==> src/rtl/coinc_trig_pkg.sv <==
package coinc_trig_pkg;

  // Decoded form of the condition word
  typedef enum logic [2:0] {
    CM_IDLE,   // no threshold rule selected
    CM_LOW,    // low-count only
    CM_AND,    // high count AND other lows
    CM_OR,     // high count OR lows
    CM_CAL     // calibration: external input only
  } condMode_t;

  // Strobes handed from control to datapath
  typedef struct packed {
    logic latchPattern;  // capture the pattern this edge
    logic calFlag;       // calibration bit to record
  } trigStrobes_t;

  // Fixed field positions inside the condition word
  localparam int COND_CAL_BIT = 7;
  localparam int COND_EXT_BIT = 6;
  localparam int COND_OR_BIT  = 2;

  // Width of the high byte of the pattern
  localparam int STATUS_W = 8;

endpackage

==> src/rtl/coinc_pop_count.sv <==
module coinc_pop_count #(
  parameter int N     = 4,
  parameter int CNT_W = $clog2(N + 1)
) (
  input  logic [N-1:0]     bits,
  output logic [CNT_W-1:0] count
);

  always_comb begin
    count = '0;
    for (int i = 0; i < N; i++) begin
      count = count + CNT_W'(bits[i]);
    end
  end

endmodule

==> src/rtl/coinc_trig_datapath.sv <==
module coinc_trig_datapath
  import coinc_trig_pkg::*;
#(
  parameter int NUM_CH = 4,
  parameter int CNT_W  = $clog2(NUM_CH + 1),
  parameter int PAT_W  = 2 * NUM_CH + STATUS_W
) (
  input  logic              clk,
  input  logic              rstN,
  input  logic [NUM_CH-1:0] thrLo,
  input  logic [NUM_CH-1:0] thrHi,
  input  logic              slavePresent,
  input  logic              isMaster,
  input  logic              extTrig,
  input  logic [3:0]        cmpLevel,
  input  trigStrobes_t      strobes,
  output logic [CNT_W-1:0]  hiCount,
  output logic [CNT_W-1:0]  loCount,
  output logic [PAT_W-1:0]  trigPattern
);

  localparam int LOCAL_CH = NUM_CH / 2;
  localparam int LB       = 2 * NUM_CH;

  logic [NUM_CH-1:0] chMask;
  logic [NUM_CH-1:0] loMasked;
  logic [NUM_CH-1:0] hiMasked;
  logic [NUM_CH-1:0] loEffective;
  logic [PAT_W-1:0]  nextPattern;

  // Local channels always pass; attached-unit channels need slavePresent
  genvar c;
  generate
    for (c = 0; c < NUM_CH; c++) begin : g_ch
      if (c < LOCAL_CH) begin : g_local
        assign chMask[c] = 1'b1;
      end else begin : g_remote
        assign chMask[c] = slavePresent;
      end
      assign loMasked[c]          = thrLo[c] & chMask[c];
      assign hiMasked[c]          = thrHi[c] & chMask[c];
      // over the high level implies over the low level
      assign loEffective[c]       = loMasked[c] | hiMasked[c];
      assign nextPattern[2*c]     = loMasked[c];
      assign nextPattern[2*c + 1] = hiMasked[c];
    end
  endgenerate

  assign nextPattern[LB]         = extTrig;
  assign nextPattern[LB+1]       = isMaster;
  assign nextPattern[LB+2]       = slavePresent;
  assign nextPattern[LB+6:LB+3]  = cmpLevel;
  assign nextPattern[LB+7]       = strobes.calFlag;

  coinc_pop_count #(.N(NUM_CH), .CNT_W(CNT_W)) u_hiPop (
    .bits  (hiMasked),
    .count (hiCount)
  );

  coinc_pop_count #(.N(NUM_CH), .CNT_W(CNT_W)) u_loPop (
    .bits  (loEffective),
    .count (loCount)
  );

  always_ff @(posedge clk) begin
    if (!rstN) begin
      trigPattern <= '0;
    end else if (strobes.latchPattern) begin
      trigPattern <= nextPattern;
    end
  end

endmodule

==> src/rtl/coinc_trig_ctrl.sv <==
module coinc_trig_ctrl
  import coinc_trig_pkg::*;
#(
  parameter int NUM_CH = 4,
  parameter int CNT_W  = $clog2(NUM_CH + 1)
) (
  input  logic             clk,
  input  logic             rstN,
  input  logic [7:0]       condByte,
  input  logic [CNT_W-1:0] hiCount,
  input  logic [CNT_W-1:0] loCount,
  input  logic             extTrig,
  output trigStrobes_t     strobes,
  output logic             trigPulse
);

  // Compare width wide enough for count fields and H+L sums
  localparam int CMP_W = ((CNT_W > 4) ? CNT_W : 4) + 1;

  condMode_t        mode;
  logic [CMP_W-1:0] hNeed;
  logic [CMP_W-1:0] lowField;
  logic [CMP_W-1:0] orLowNeed;
  logic [CMP_W-1:0] andLowNeed;
  logic [CMP_W-1:0] hiWide;
  logic [CMP_W-1:0] loWide;
  logic             thrMet;
  logic             extSel;
  logic             fireNow;
  logic             firePrev;

  assign hNeed      = CMP_W'(condByte[5:3]);
  assign lowField   = CMP_W'(condByte[2:0]);
  assign orLowNeed  = CMP_W'(condByte[1:0]) + CMP_W'(1);
  assign andLowNeed = hNeed + lowField;
  assign hiWide     = CMP_W'(hiCount);
  assign loWide     = CMP_W'(loCount);
  assign extSel     = condByte[COND_EXT_BIT];

  // Condition word decode
  always_comb begin
    if (condByte[COND_CAL_BIT]) begin
      mode = CM_CAL;
    end else if (condByte[5:0] == 6'd0) begin
      mode = CM_IDLE;
    end else if (condByte[5:3] == 3'd0) begin
      mode = CM_LOW;
    end else if (condByte[COND_OR_BIT]) begin
      mode = CM_OR;
    end else begin
      mode = CM_AND;
    end
  end

  // Threshold rule evaluation
  always_comb begin
    unique case (mode)
      CM_LOW:  thrMet = (loWide >= lowField);
      CM_AND:  thrMet = (hiWide >= hNeed) && (loWide >= andLowNeed);
      CM_OR:   thrMet = (hiWide >= hNeed) || (loWide >= orLowNeed);
      default: thrMet = 1'b0;
    endcase
  end

  always_comb begin
    if (mode == CM_CAL) begin
      fireNow = extTrig;
    end else begin
      fireNow = thrMet | (extSel & extTrig);
    end
  end

  assign strobes.latchPattern = fireNow & ~firePrev;
  assign strobes.calFlag      = condByte[COND_CAL_BIT];

  always_ff @(posedge clk) begin
    if (!rstN) begin
      firePrev  <= 1'b0;
      trigPulse <= 1'b0;
    end else begin
      firePrev  <= fireNow;
      trigPulse <= strobes.latchPattern;
    end
  end

endmodule

==> src/rtl/coinc_trigger.sv <==
module coinc_trigger
  import coinc_trig_pkg::*;
#(
  parameter int NUM_CH = 4,
  parameter int CNT_W  = $clog2(NUM_CH + 1),
  parameter int PAT_W  = 2 * NUM_CH + STATUS_W
) (
  input  logic              clk,
  input  logic              rstN,
  input  logic [7:0]        condByte,
  input  logic [NUM_CH-1:0] thrLo,
  input  logic [NUM_CH-1:0] thrHi,
  input  logic              slavePresent,
  input  logic              isMaster,
  input  logic              extTrig,
  input  logic [3:0]        cmpLevel,
  output logic              trigPulse,
  output logic [PAT_W-1:0]  trigPattern
);

  trigStrobes_t     strobes;
  logic [CNT_W-1:0] hiCount;
  logic [CNT_W-1:0] loCount;

  coinc_trig_ctrl #(.NUM_CH(NUM_CH), .CNT_W(CNT_W)) u_ctrl (
    .clk       (clk),
    .rstN      (rstN),
    .condByte  (condByte),
    .hiCount   (hiCount),
    .loCount   (loCount),
    .extTrig   (extTrig),
    .strobes   (strobes),
    .trigPulse (trigPulse)
  );

  coinc_trig_datapath #(.NUM_CH(NUM_CH), .CNT_W(CNT_W), .PAT_W(PAT_W)) u_dp (
    .clk          (clk),
    .rstN         (rstN),
    .thrLo        (thrLo),
    .thrHi        (thrHi),
    .slavePresent (slavePresent),
    .isMaster     (isMaster),
    .extTrig      (extTrig),
    .cmpLevel     (cmpLevel),
    .strobes      (strobes),
    .hiCount      (hiCount),
    .loCount      (loCount),
    .trigPattern  (trigPattern)
  );

endmodule

==> config.mk <==
export PLATFORM = sky130hd
export DESIGN_NAME = coinc_trigger
export DESIGN_NICKNAME = d
export VERILOG_FILES = /design/src/rtl/coinc_trig_pkg.sv /design/src/rtl/coinc_pop_count.sv /design/src/rtl/coinc_trig_datapath.sv /design/src/rtl/coinc_trig_ctrl.sv /design/src/rtl/coinc_trigger.sv
export SDC_FILE = /design/constraint.sdc
export NUM_CORES = 1
export LEC_CHECK = 0
export ABC_AREA = 1
export BUFFER_PORTS_ARGS = -buffer_cell sky130_fd_sc_hd__buf_2
export CAP_MARGIN = 0
export CORE_ASPECT_RATIO = 2
export CORE_MARGIN = 2
export CORE_UTILIZATION = 35
export DETAILED_ROUTE_END_ITERATION = 12
export HOLD_SLACK_MARGIN = 0.08
export PLACE_DENSITY_LB_ADDON = 0.1
export SLEW_MARGIN = 20
export SYNTH_ARGS = -nofsm -noshare
export SYNTH_HDL_FRONTEND = slang
export SYNTH_SLANG_ARGS = --single-unit
==> constraint.sdc <==
create_clock -name clk -period 7.9 [get_ports clk]
set_clock_uncertainty 0.1 [all_clocks]
set_input_delay 1.58 -clock clk [delete_from_list [all_inputs] [get_ports clk]]
set_output_delay 1.58 -clock clk [all_outputs]
set_load 0.01 [all_outputs]
==> reports/results.tsv <==
metric	value	unit
grt_usage	0.1508	
status	finished, final reports clean	
cts_resized	0	
total_power	276.5	uW
wl_per_cell	11.22	microns
critPathMaxStageDelay	0.48	ns
clk_latency	0.25	ns
synth_area_leader_cell	dfxtp_1	
synthTopCellsByCount	nand2_1 (46), inv_1 (37), ha_1 (19), dfxtp_1 (18)	
cpMaxStageDelayCell	fa_1	
holdBufCountCts	0	
antenna_found_initial	0	
cts_htree_levels	1	
post-route-util	0.4287	
syn_area_per_cell	7.063	sq um
post_cts_buffers	0	
end_kind	register	
p_int	177.9	uW
maxCapViolations	0	
nets	283	
start_util	0.3620	
final_hold_viol_count	0	
routabilityCongestion	0.8203	
crit_fanout	28	
grt_pass1_vias	1180	
cp_common_cell	nand2_1	
die_x	48.58	microns
ant_nets	0	
numCtsBuffers	3	
netSwitchingFraction	0.3565	
cts_buffer_depth	2	
pwr-share-clk	0.227	
core	0.003844	sq mm
cts_tree	done	
place_hpwl	2659	microns
synth.most_common_cell	nand2_1	
drv_slew	0	
synth_flop_cell	dfxtp_1	
worst_pin_slew	0.9051	ns
cts_sinks	18	
post_dp_cell_area	0.001607	sq mm
gr-total-overflow	0	
drive_gt1_frac	0.2265	
cp.required	7.94	ns
syn_area	0.001391	sq mm
crit_buf_inv	2	
synth-async-reset-ratio	0	
period_share	0.5440	
finalWirelength	3197	microns
synth_warnings	0	
fmax	0.2327	GHz
setup_violations	0	
die_h	93.17	microns
fillCellCount	437	
synthCells	197	
areaGrowthSynthToFinish	18.44	%
syn_nets	244	
yosysUniqueCellTypes	22	
hp-class	register to register	
fin_setup_tns	0	ns
synth-edff-count	0	
seq_power_share	0.385	
clockRootBuffer	clkbuf_8	
fin_crit	4.298	ns
synth_top_area_share	0.2590	
route.detailed.drc	0	
rsz0062_at_grt	no	
ios	42	
final_cell_area	0.001648	sq mm
hold-worst-slack	0.3711	ns
path_clk_slew	0.06	ns
rows	32	
relSlewSlack	0.3959	
antenna_cells	0	
criticalPathCategory	input pin to register	
cellPowerDensity	167.8	mW/mm^2
p_sw	98.55	uW
peakVddDrop	0.00007619	V
path_delay_family	adder cells	
num_vias	1288	
drtIter0Drc	15	
dieArea	0.004526	sq mm
firstDrtPassIters	4	
synth.area.top_cells	dfxtp_1 (26%), ha_1 (17%), nand2_1 (12%)	
p_comb_frac	0.388	
startpoint_type	input pin	
drt-vias-per-instance	4.519	
cp.arrival	4.34	ns
synth_seq_cells	18	
grt_max_degree	30	
seq_area_frac_synth	0.2590	
grt_pass1_wl	5326	microns
port_buffers	41	
critical_path.cell_chain	buf_2, inv_1, nand2_1, fa_1, ha_1, ha_1, ha_1, a21oi_1, o21ai_1, nand2_1, a21oi_2, nand2_2, nand2_4, nand2_1, nand3_1, nand2_1	
p_leak	0.0009789	uW
==> worst min-delay path, cell delays in order (launching register included) <==
cell and delay [ns]:
dfxtp_1 0.33, a21oi_1 0.04, nor2_1 0.07
==> state kept, by name, summed over array words and instances (netlist names) <==
register          flops
u_ctrl.firePrev       1
u_dp.trigPattern     16
u_ctrl.trigPulse      1
==> layer usage <==
metal	global-route usage	part of all wire	vias up	routed length (microns)
li1	-	-	692	-
met1	0.1585	0.37	564	1180
met2	0.2998	0.58	28	1862
met3	0.01438	0.035	4	111
met4	0.05714	0.014	0	44
met5	0	0	-	0
==> cell families (layout without fill, tap and decap cells) <==
logic type,count (synthesis),count (layout),share of synthesized area
AO/OA/AOI/OAI,20,20,0.07464
XOR/XNOR,2,2,0.01259
adder cells (fa/ha/maj),22,22,0.2140
buffers and inverters,44,81,0.1385
flip-flops,18,18,0.2590
AND/OR/NAND/NOR,91,91,0.3013
==> power groups by stage <==
stage               combinational [uW]  sequential [uW]  clock, uW
global placement                   108              109          0
detailed placement                 109              109          0
CTS                                109              107       64.7
finish                             107              106       62.7
floorplan                         75.2              113          0
global route                       125              108       68.9
==> stage by stage <==
stage / cells / setup slack [ns]
2_1_floorplan: 197 / 3.842
3_3_place_gp: 282 / 3.359
3_5_place_dp: 282 / 3.342
4_1_cts: 285 / 3.591
5_1_grt: 285 / 3.358
6_report: 285 / 3.602
==> placed cells by master (no fill, tap or decap), types with 2 or more instances in the layout <==
cell,instances
nand2_2,2
nand3_1,16
nor2_1,15
o21ai_0,2
clkbuf_8,3
nand2_1,46
nand3_2,5
buf_2,41
ha_1,19
a21oi_1,16
nand4_1,5
dfxtp_1,18
inv_1,37
fa_1,3
==> area by class of cell <==
cell class,count,area [sq um],share of cell area
Multi-Input combinational cell,135,838.3,0.5087
Sequential cell,18,360.3,0.2187
Timing Repair Buffer,41,205.2,0.1245
Inverter,37,138.9,0.08428
Tap cell,51,63.81,0.03872
Clock buffer,3,41.29,0.02506
==> path summary, 6_finish.rpt <==
check                                         from                          endpoint  slack, ns  depth (start not counted)
setup / recovery                          thrHi[0]  u_dp.trigPattern[5]$_SDFFE_PN0P_       3.60                         16
hold reg to reg   u_dp.trigPattern[8]$_SDFFE_PN0P_  u_dp.trigPattern[8]$_SDFFE_PN0P_       0.37                          2
hold / removal    u_dp.trigPattern[8]$_SDFFE_PN0P_  u_dp.trigPattern[8]$_SDFFE_PN0P_       0.37                          2
setup reg to reg        u_ctrl.firePrev$_SDFF_PN0_  u_dp.trigPattern[5]$_SDFFE_PN0P_       6.27                          4
Note: power is estimated with default switching activity, not from simulation.
